File: config.mk
export PLATFORM = sky130hd
export DESIGN_NAME = lcd_half_digit_drv
export DESIGN_NICKNAME = d
export VERILOG_FILES = /design/src/rtl/lcd_drv_pkg.sv /design/src/rtl/lcd_bcd_split.sv /design/src/rtl/lcd_frame_hold.sv /design/src/rtl/lcd_phase_out.sv /design/src/rtl/lcd_half_digit_drv.sv
export SDC_FILE = /design/constraint.sdc
export NUM_CORES = 1
export LEC_CHECK = 0
export ABC_AREA = 1
export BUFFER_PORTS_ARGS = -buffer_cell sky130_fd_sc_hd__buf_2
export CAP_MARGIN = 10
export CORE_ASPECT_RATIO = 0.9
export CORE_MARGIN = 3
export CORE_UTILIZATION = 41
export CTS_CLUSTER_DIAMETER = 60
export CTS_CLUSTER_SIZE = 10
export DETAILED_ROUTE_END_ITERATION = 6
export GPL_ROUTABILITY_DRIVEN = 0
export PLACE_DENSITY_LB_ADDON = 0.25
export SLEW_MARGIN = 25
export SYNTH_ARGS = -nofsm -noshare
export SYNTH_HDL_FRONTEND = slang
export SYNTH_SLANG_ARGS = --single-unit
File: constraint.sdc
create_clock -name clk -period 3.79 [get_ports clk]
set_input_delay 0.1895 -clock clk [delete_from_list [all_inputs] [get_ports clk]]
set_output_delay 0.1895 -clock clk [all_outputs]
set_load 0.05 [all_outputs]
File: src/rtl/lcd_drv_pkg.sv
package lcd_drv_pkg;

    localparam int SEG_W = 7;

    typedef struct packed {
        logic neg;
        logic ovr;
        logic half;
    } lcd_flags_t;

    // bit 0 = segment a ... bit 6 = segment g
    function automatic logic [SEG_W-1:0] seg7_of(input logic [3:0] d);
        logic [SEG_W-1:0] s;
        unique case (d)
            4'd0:    s = 7'h3F;
            4'd1:    s = 7'h06;
            4'd2:    s = 7'h5B;
            4'd3:    s = 7'h4F;
            4'd4:    s = 7'h66;
            4'd5:    s = 7'h6D;
            4'd6:    s = 7'h7D;
            4'd7:    s = 7'h07;
            4'd8:    s = 7'h7F;
            4'd9:    s = 7'h6F;
            default: s = 7'h00;
        endcase
        return s;
    endfunction

endpackage

File: src/rtl/lcd_bcd_split.sv
module lcd_bcd_split
    import lcd_drv_pkg::*;
#(
    parameter int NDIG     = 3,
    parameter int COUNT_W  = 11,
    parameter int MAX_READ = 1999
) (
    input  logic                  clk,
    input  logic                  rst_n,
    input  logic                  strobe,
    input  logic [COUNT_W-1:0]    count,
    input  logic                  neg,
    input  logic                  ovr,
    output logic                  upd,
    output logic [NDIG-1:0][3:0]  dig,
    output lcd_flags_t            flags
);

    localparam int IDX_W = (NDIG > 2) ? $clog2(NDIG) : 1;
    localparam logic [COUNT_W-1:0] HALF_WT = COUNT_W'(10 ** NDIG);
    localparam logic [COUNT_W-1:0] MAX_VAL = COUNT_W'(MAX_READ);
    localparam logic [IDX_W-1:0]   TOP_IDX = IDX_W'(NDIG - 1);
    localparam logic [IDX_W-1:0]   LAST_IDX = IDX_W'(1);

    typedef enum logic [1:0] {
        S_IDLE,
        S_HALF,
        S_DIGIT,
        S_COMMIT
    } cv_state_t;

    cv_state_t            state, nxt;
    logic [COUNT_W-1:0]   rem;
    logic [IDX_W-1:0]     idx;
    logic [COUNT_W-1:0]   cur_wt;
    logic                 take;

    function automatic logic [COUNT_W-1:0] weight_of(input logic [IDX_W-1:0] i);
        int p;
        p = 1;
        for (int k = 0; k < NDIG; k++) begin
            if (k < int'(i)) p = p * 10;
        end
        return COUNT_W'(p);
    endfunction

    assign cur_wt = weight_of(idx);
    assign take   = (rem >= cur_wt);
    assign upd    = (state == S_COMMIT);

    always_comb begin
        nxt = state;
        unique case (state)
            S_IDLE:   if (strobe) nxt = S_HALF;
            S_HALF:   nxt = flags.ovr ? S_COMMIT : S_DIGIT;
            S_DIGIT:  if (!take && idx == LAST_IDX) nxt = S_COMMIT;
            S_COMMIT: nxt = S_IDLE;
            default:  nxt = S_IDLE;
        endcase
    end

    always_ff @(posedge clk or negedge rst_n) begin
        if (!rst_n) state <= S_IDLE;
        else        state <= nxt;
    end

    always_ff @(posedge clk or negedge rst_n) begin
        if (!rst_n) begin
            rem   <= '0;
            idx   <= TOP_IDX;
            dig   <= '0;
            flags <= '0;
        end else begin
            unique case (state)
                S_IDLE: begin
                    if (strobe) begin
                        rem        <= count;
                        idx        <= TOP_IDX;
                        dig        <= '0;
                        flags.neg  <= neg;
                        flags.ovr  <= ovr || (count > MAX_VAL);
                        flags.half <= 1'b0;
                    end
                end
                S_HALF: begin
                    if (flags.ovr) begin
                        flags.half <= 1'b1;
                    end else if (rem >= HALF_WT) begin
                        rem        <= rem - HALF_WT;
                        flags.half <= 1'b1;
                    end
                end
                S_DIGIT: begin
                    if (take) begin
                        rem      <= rem - cur_wt;
                        dig[idx] <= dig[idx] + 4'd1;
                    end else if (idx == LAST_IDX) begin
                        dig[0] <= rem[3:0];
                    end else begin
                        idx <= idx - LAST_IDX;
                    end
                end
                S_COMMIT: begin
                end
                default: begin
                end
            endcase
        end
    end

    AST_COMMIT_SINGLE: assert property (@(posedge clk) disable iff (!rst_n)
        upd |=> !upd);
    AST_BUSY_DROP: assert property (@(posedge clk) disable iff (!rst_n)
        (state != S_IDLE) && strobe |=> $stable(flags.neg) && $stable(flags.ovr));

    for (genvar g = 0; g < NDIG; g++) begin : g_rng
        AST_DIGIT_RANGE: assert property (@(posedge clk) disable iff (!rst_n)
            upd && !flags.ovr |-> dig[g] <= 4'd9);
    end

endmodule

File: src/rtl/lcd_frame_hold.sv
module lcd_frame_hold
    import lcd_drv_pkg::*;
#(
    parameter int NDIG = 3
) (
    input  logic                  clk,
    input  logic                  rst_n,
    input  logic                  upd,
    input  logic [NDIG-1:0][3:0]  dig_in,
    input  lcd_flags_t            flags_in,
    output logic [NDIG-1:0][3:0]  dig_q,
    output lcd_flags_t            flags_q
);

    always_ff @(posedge clk or negedge rst_n) begin
        if (!rst_n) begin
            dig_q   <= '0;
            flags_q <= '0;
        end else if (upd) begin
            dig_q   <= dig_in;
            flags_q <= flags_in;
        end
    end

    AST_FRAME_ATOMIC: assert property (@(posedge clk) disable iff (!rst_n)
        !upd |=> $stable(dig_q) && $stable(flags_q));

endmodule

File: src/rtl/lcd_phase_out.sv
module lcd_phase_out
    import lcd_drv_pkg::*;
#(
    parameter int NDIG = 3
) (
    input  logic                     clk,
    input  logic                     rst_n,
    input  logic                     bp_phase,
    input  logic                     lamp_test,
    input  logic [NDIG-1:0][3:0]     dig_q,
    input  lcd_flags_t               flags_q,
    output logic [NDIG*SEG_W-1:0]    seg_digit,
    output logic                     seg_half,
    output logic                     seg_minus,
    output logic                     backplane
);

    logic [NDIG*SEG_W-1:0] on_bits;
    logic                  half_on;
    logic                  minus_on;

    for (genvar g = 0; g < NDIG; g++) begin : g_enc
        always_comb begin
            if (lamp_test)        on_bits[g*SEG_W +: SEG_W] = '1;
            else if (flags_q.ovr) on_bits[g*SEG_W +: SEG_W] = '0;
            else                  on_bits[g*SEG_W +: SEG_W] = seg7_of(dig_q[g]);
        end
    end

    assign half_on  = lamp_test | flags_q.half | flags_q.ovr;
    assign minus_on = lamp_test | flags_q.neg;

    always_ff @(posedge clk or negedge rst_n) begin
        if (!rst_n) begin
            seg_digit <= '0;
            seg_half  <= 1'b0;
            seg_minus <= 1'b0;
            backplane <= 1'b0;
        end else begin
            seg_digit <= on_bits ^ {(NDIG*SEG_W){bp_phase}};
            seg_half  <= half_on ^ bp_phase;
            seg_minus <= minus_on ^ bp_phase;
            backplane <= bp_phase;
        end
    end

endmodule

File: src/rtl/lcd_half_digit_drv.sv
module lcd_half_digit_drv
    import lcd_drv_pkg::*;
#(
    parameter int NDIG     = 3,
    parameter int COUNT_W  = 11,
    parameter int MAX_READ = 1999
) (
    input  logic                     clk,
    input  logic                     rst_n,
    input  logic                     bp_phase,
    input  logic                     res_valid,
    input  logic [COUNT_W-1:0]       res_count,
    input  logic                     res_neg,
    input  logic                     res_ovr,
    input  logic                     lamp_test,
    output logic [NDIG*SEG_W-1:0]    seg_digit,
    output logic                     seg_half,
    output logic                     seg_minus,
    output logic                     backplane
);

    localparam int DW = NDIG * SEG_W;

    logic                  upd;
    logic [NDIG-1:0][3:0]  dig_new, dig_q;
    lcd_flags_t            flags_new, flags_q;

    lcd_bcd_split #(.NDIG(NDIG), .COUNT_W(COUNT_W), .MAX_READ(MAX_READ)) u_split (
        .clk    (clk),
        .rst_n  (rst_n),
        .strobe (res_valid),
        .count  (res_count),
        .neg    (res_neg),
        .ovr    (res_ovr),
        .upd    (upd),
        .dig    (dig_new),
        .flags  (flags_new)
    );

    lcd_frame_hold #(.NDIG(NDIG)) u_hold (
        .clk      (clk),
        .rst_n    (rst_n),
        .upd      (upd),
        .dig_in   (dig_new),
        .flags_in (flags_new),
        .dig_q    (dig_q),
        .flags_q  (flags_q)
    );

    lcd_phase_out #(.NDIG(NDIG)) u_out (
        .clk       (clk),
        .rst_n     (rst_n),
        .bp_phase  (bp_phase),
        .lamp_test (lamp_test),
        .dig_q     (dig_q),
        .flags_q   (flags_q),
        .seg_digit (seg_digit),
        .seg_half  (seg_half),
        .seg_minus (seg_minus),
        .backplane (backplane)
    );

    AST_LAMP_ALL_ON: assert property (@(posedge clk) disable iff (!rst_n)
        $past(lamp_test) |-> (seg_digit == ~{DW{backplane}}) && (seg_half != backplane)
                             && (seg_minus != backplane));
    AST_OVR_BLANK: assert property (@(posedge clk) disable iff (!rst_n)
        !$past(lamp_test) && $past(flags_q.ovr) |-> (seg_digit == {DW{backplane}})
                                                  && (seg_half != backplane));
    AST_SIGN_TRACK: assert property (@(posedge clk) disable iff (!rst_n)
        !$past(lamp_test) |-> (seg_minus != backplane) == $past(flags_q.neg));
    AST_BP_DELAY: assert property (@(posedge clk) disable iff (!rst_n)
        $rose(backplane) |-> $past(bp_phase));

endmodule

==> run_results.csv <==
group,metric,value,unit
status,status,"complete, but fails checks",
status,violations,"hold timing",
die,start_util,0.4290,
placed_design,dp_hpwl,8110,µm
drt,viasPerCell,4.933,
drt,final_antenna_net_count,0,
clock_tree,numCtsBuffers,9,
timing,hold-worst-slack,-30.93,ps
drt,drc,0,
drt,wl_per_cell,12.66,µm
die,die_area,12870,µm²
setup_path,end_kind,"flip-flop",
drt,drtPass1Iterations,5,
clock_tree,clock_path_buffers,2,
placed_design,place_ws,832.5,ps
yosys,synth_top_family_by_area,"simple AND/OR/NAND/NOR gates",
yosys,synth_warnings,0,
timing,finalHoldViolCount,36,
yosys,synthCells,625,
setup_path,start_kind,"flip-flop",
yosys,synth-compound-area-share,0.1250,
layout,fill_cells,1055,
yosys,synth.area.top_cells,"dfrtp_1 (36%), nand2_1 (14%), ha_1 (11%)",
clock_tree,cts_root_buffer,"clkbuf_16",
setup_path,worst_path_max_delay_cell,"dfstp_2",
yosys,yosysSeqAreaShare,0.3650,
global_routing,grt_pass1_wl,18440,µm
clock_tree,h-tree-depth,3,
timing,tns,0,ps
power,sequentialPowerShare,0.229,
layout,fin_cells,824,
global_routing,first_global_vias,3958,
yosys,synth_simple_gate_area_share,0.2788,
yosys,synth_cell_types,38,
layout,finalNetCount,726,
yosys,synth_mux_area_frac,0.004757,
die,core_area,11040,µm²
drt,routed_wl,10430,µm
clock_tree,insertion_delay,340,ps
timing,max_freq,337.7,MHz
timing,slew_violations,0,
timing,skew,14.24,ps
setup_path,crit_type,"reg2reg",
placed_design,portBuffers,41,
die,die_h,107.9,µm
drt,vias,4065,
clock_tree,clkSlewWorstSetupHoldPaths,70,ps
power,p_sw,0.002754,W
setup_path,arrival,3200,ps
clock_tree,cts_hold_buf,0,
die,io_pins,42,
clock_tree,cts.sinks,69,
yosys,synth_area_leader_cell,"dfrtp_1",
power,internal_power,0.002691,W
power,p_clk_frac,0.179,
yosys,synth_top_cell_area_share,0.3594,
clock_tree,postCtsSetupBuffers,0,
placed_design,place_inst,808,
layout,final_area,5436,µm²
power,power.density,1002,nW/µm²
yosys,synth-xor-area-share,0.04625,
setup_path,required,4030,ps
yosys,syn_area_per_cell,7.575,µm²
global_routing,grt_max_degree,39,
timing,relSlewSlack,0.4159,
run,max-cap-violations,0,
timing,grt_setup_unrepaired,"false",
layout,area_delta_synth_final,14.83,%
yosys,synthAdderAreaFrac,0.1099,
power,peakVddDrop,0.4188,mV
layout,diodes,0,
timing,period_share,0.7812,
placed_design,dpl-instance-area,5090,µm²
power,swShare,0.5058,
hold_path,min_path_type,"in2async",
yosys,synth_nets,684,
timing,tightest_slew,876.1,ps
power,p_leak,2.735,nW
layout,drive_above_1_share,0.1458,
yosys,ys_ff_latch,69,
global_routing,grt_overflow,0,
global_routing,antenna_found_initial,0,
timing,post-route-min-period,2961,ps
yosys,mappedNetlistArea,4735,µm²
die,die_w,119.3,µm
clock_tree,cts_tree,"done",
timing,worst_slack,829.1,ps
die,rows,36,
global_routing,track_usage,0.1750,
power,power_frac_comb,0.593,
clock_tree,cts.repair.resized,0,
drt,drt-initial-drc-count,328,
setup_path,path_cells,"inv_1, ha_1, nor3_1, nand3_1, ha_1, nand2_1, nor2_2, nand3_1, nand2_1, nor2_4, nand3_4, nand2_4, inv_1, nand3_1, nand2_1",
setup_path,critPathMaxStageDelay,580,ps
setup_path,critical_path.max_fanout,15,
timing,finalSetupViolations,0,
## state kept, by name, summed over array words and instances (netlist names)
| signal | cells |
|---|---|
| u_hold.dig_q | 12 |
| u_hold.flags_q | 3 |
| u_out.backplane | 1 |
| u_out.seg_digit | 21 |
| u_out.seg_half | 1 |
| u_out.seg_minus | 1 |
| u_split.dig | 12 |
| u_split.flags | 3 |
| u_split.idx | 2 |
| u_split.rem | 11 |
| u_split.state | 2 |
## layout by cell type (no fill, tap or decap), drive strengths merged
cell,instances
a211oi,1
a21boi,1
a21o,2
a21oi,37
a22oi,1
and2,1
buf,43
bufinv,3
clkbuf,9
clkinvlp,3
dfrtp,68
dfstp,1
fa,1
ha,40
inv,75
mux2,2
nand2,180
nand3,37
nand3b,5
nand4,6
nor2,54
nor3,7
o211ai,5
o21ai,59
or2,6
xnor2,1
xor2,24
## worst max-delay path, delay by kind of cell, from the launching register on
kind                       cells  cell delay, ps
DFF                            1             580
and+or+nand+nor               11            1390
adders and majority gates      2             680
buffers and inverters          2             210
## cell usage after synthesis
library cell and n:
nand2_1 174, inv_1 71, dfrtp_1 68, o21ai_0 51, nor2_1 44, ha_1 40, a21oi_1 35, nand3_1 33
xor2_1 24, clkbuf_1 8, nor2_2 7, nor3_1 7, nand4_1 6, or2_2 6, nand3b_1 5, nand2_4 4
o211ai_1 4, o21ai_1 4, o21ai_2 4, inv_2 3, nand3_2 3, nor2_4 3, a21o_1 2, a21oi_2 2
buf_2 2, mux2_2 2, nand2_2 2, a211oi_1 1, a21boi_0 1, a22oi_1 1, and2_1 1, buf_1 1
buf_6 1, dfstp_2 1, fa_1 1, nand3_4 1, o211ai_4 1, xnor2_1 1
## path summary, 6_finish.rpt
kind | cells past startpoint | slack, ps | startpoint | to
min in group clk | 2 | 90 | res_neg | u_split.flags[2]
max in group asynchronous | 2 | 2880 | rst_n | u_hold.dig_q[9]
worst min-delay path | 1 | -30 | rst_n | u_split.flags[1]
worst min register to register | 2 | 480 | u_split.dig[5] | u_hold.dig_q[5]
worst max register to register | 15 | 830 | u_split.idx[1] | u_split.rem[5]
worst max-delay path | 15 | 830 | u_split.idx[1] | u_split.rem[5]
## routing by layer
layer	wire, µm	GRT usage	vias up
met5	0	0	-
met4	214	0.06203	0
met3	494	0.03347	18
met2	4793	0.2941	121
met1	4928	0.2270	1833
li1	-	-	2093
## layout make-up
class / instances / area (µm²) / area share
clock buffers: 9 / 225.2 / 0.04143
flip-flops and latches: 69 / 1728 / 0.3178
well taps: 152 / 190.2 / 0.03498
inverters: 74 / 277.8 / 0.05109
clock inverters: 7 / 121.4 / 0.02232
multi-input cells: 470 / 2674 / 0.4918
repair buffers: 43 / 220.2 / 0.04051
## power by group through the flow
stage	logic, W	registers (W)	clock network [W]
floorplan	0.00220	0.00158	0
global placement	0.00316	0.00125	0
detailed placement	0.00321	0.00126	0
CTS	0.00323	0.00125	0.000987
global route	0.00364	0.00129	0.00102
finish	0.00323	0.00124	0.000973
## cell families (layout without fill, tap and decap cells)
kind of cell    Yosys count  count (layout)
simple gates            296             296
buf+inv                  86             133
xor+xnor                 25              25
mux                       2               2
compound gates          106             106
fa+ha+maj                41              41
flops                    69              69
## stage by stage
stage	total power (W)	util	hold slack (ps)
4_1_cts	0.005462	0.4926	0.1392
5_1_grt	0.005951	0.4926	43.68
3_3_place_gp	0.004413	0.4612	349.0
2_1_floorplan	0.003781	-	-106.1
6_report	0.005445	0.4926	-30.93
3_5_place_dp	0.004471	0.4612	360.4
No activity file was read; power rests on OpenSTA's default activity.
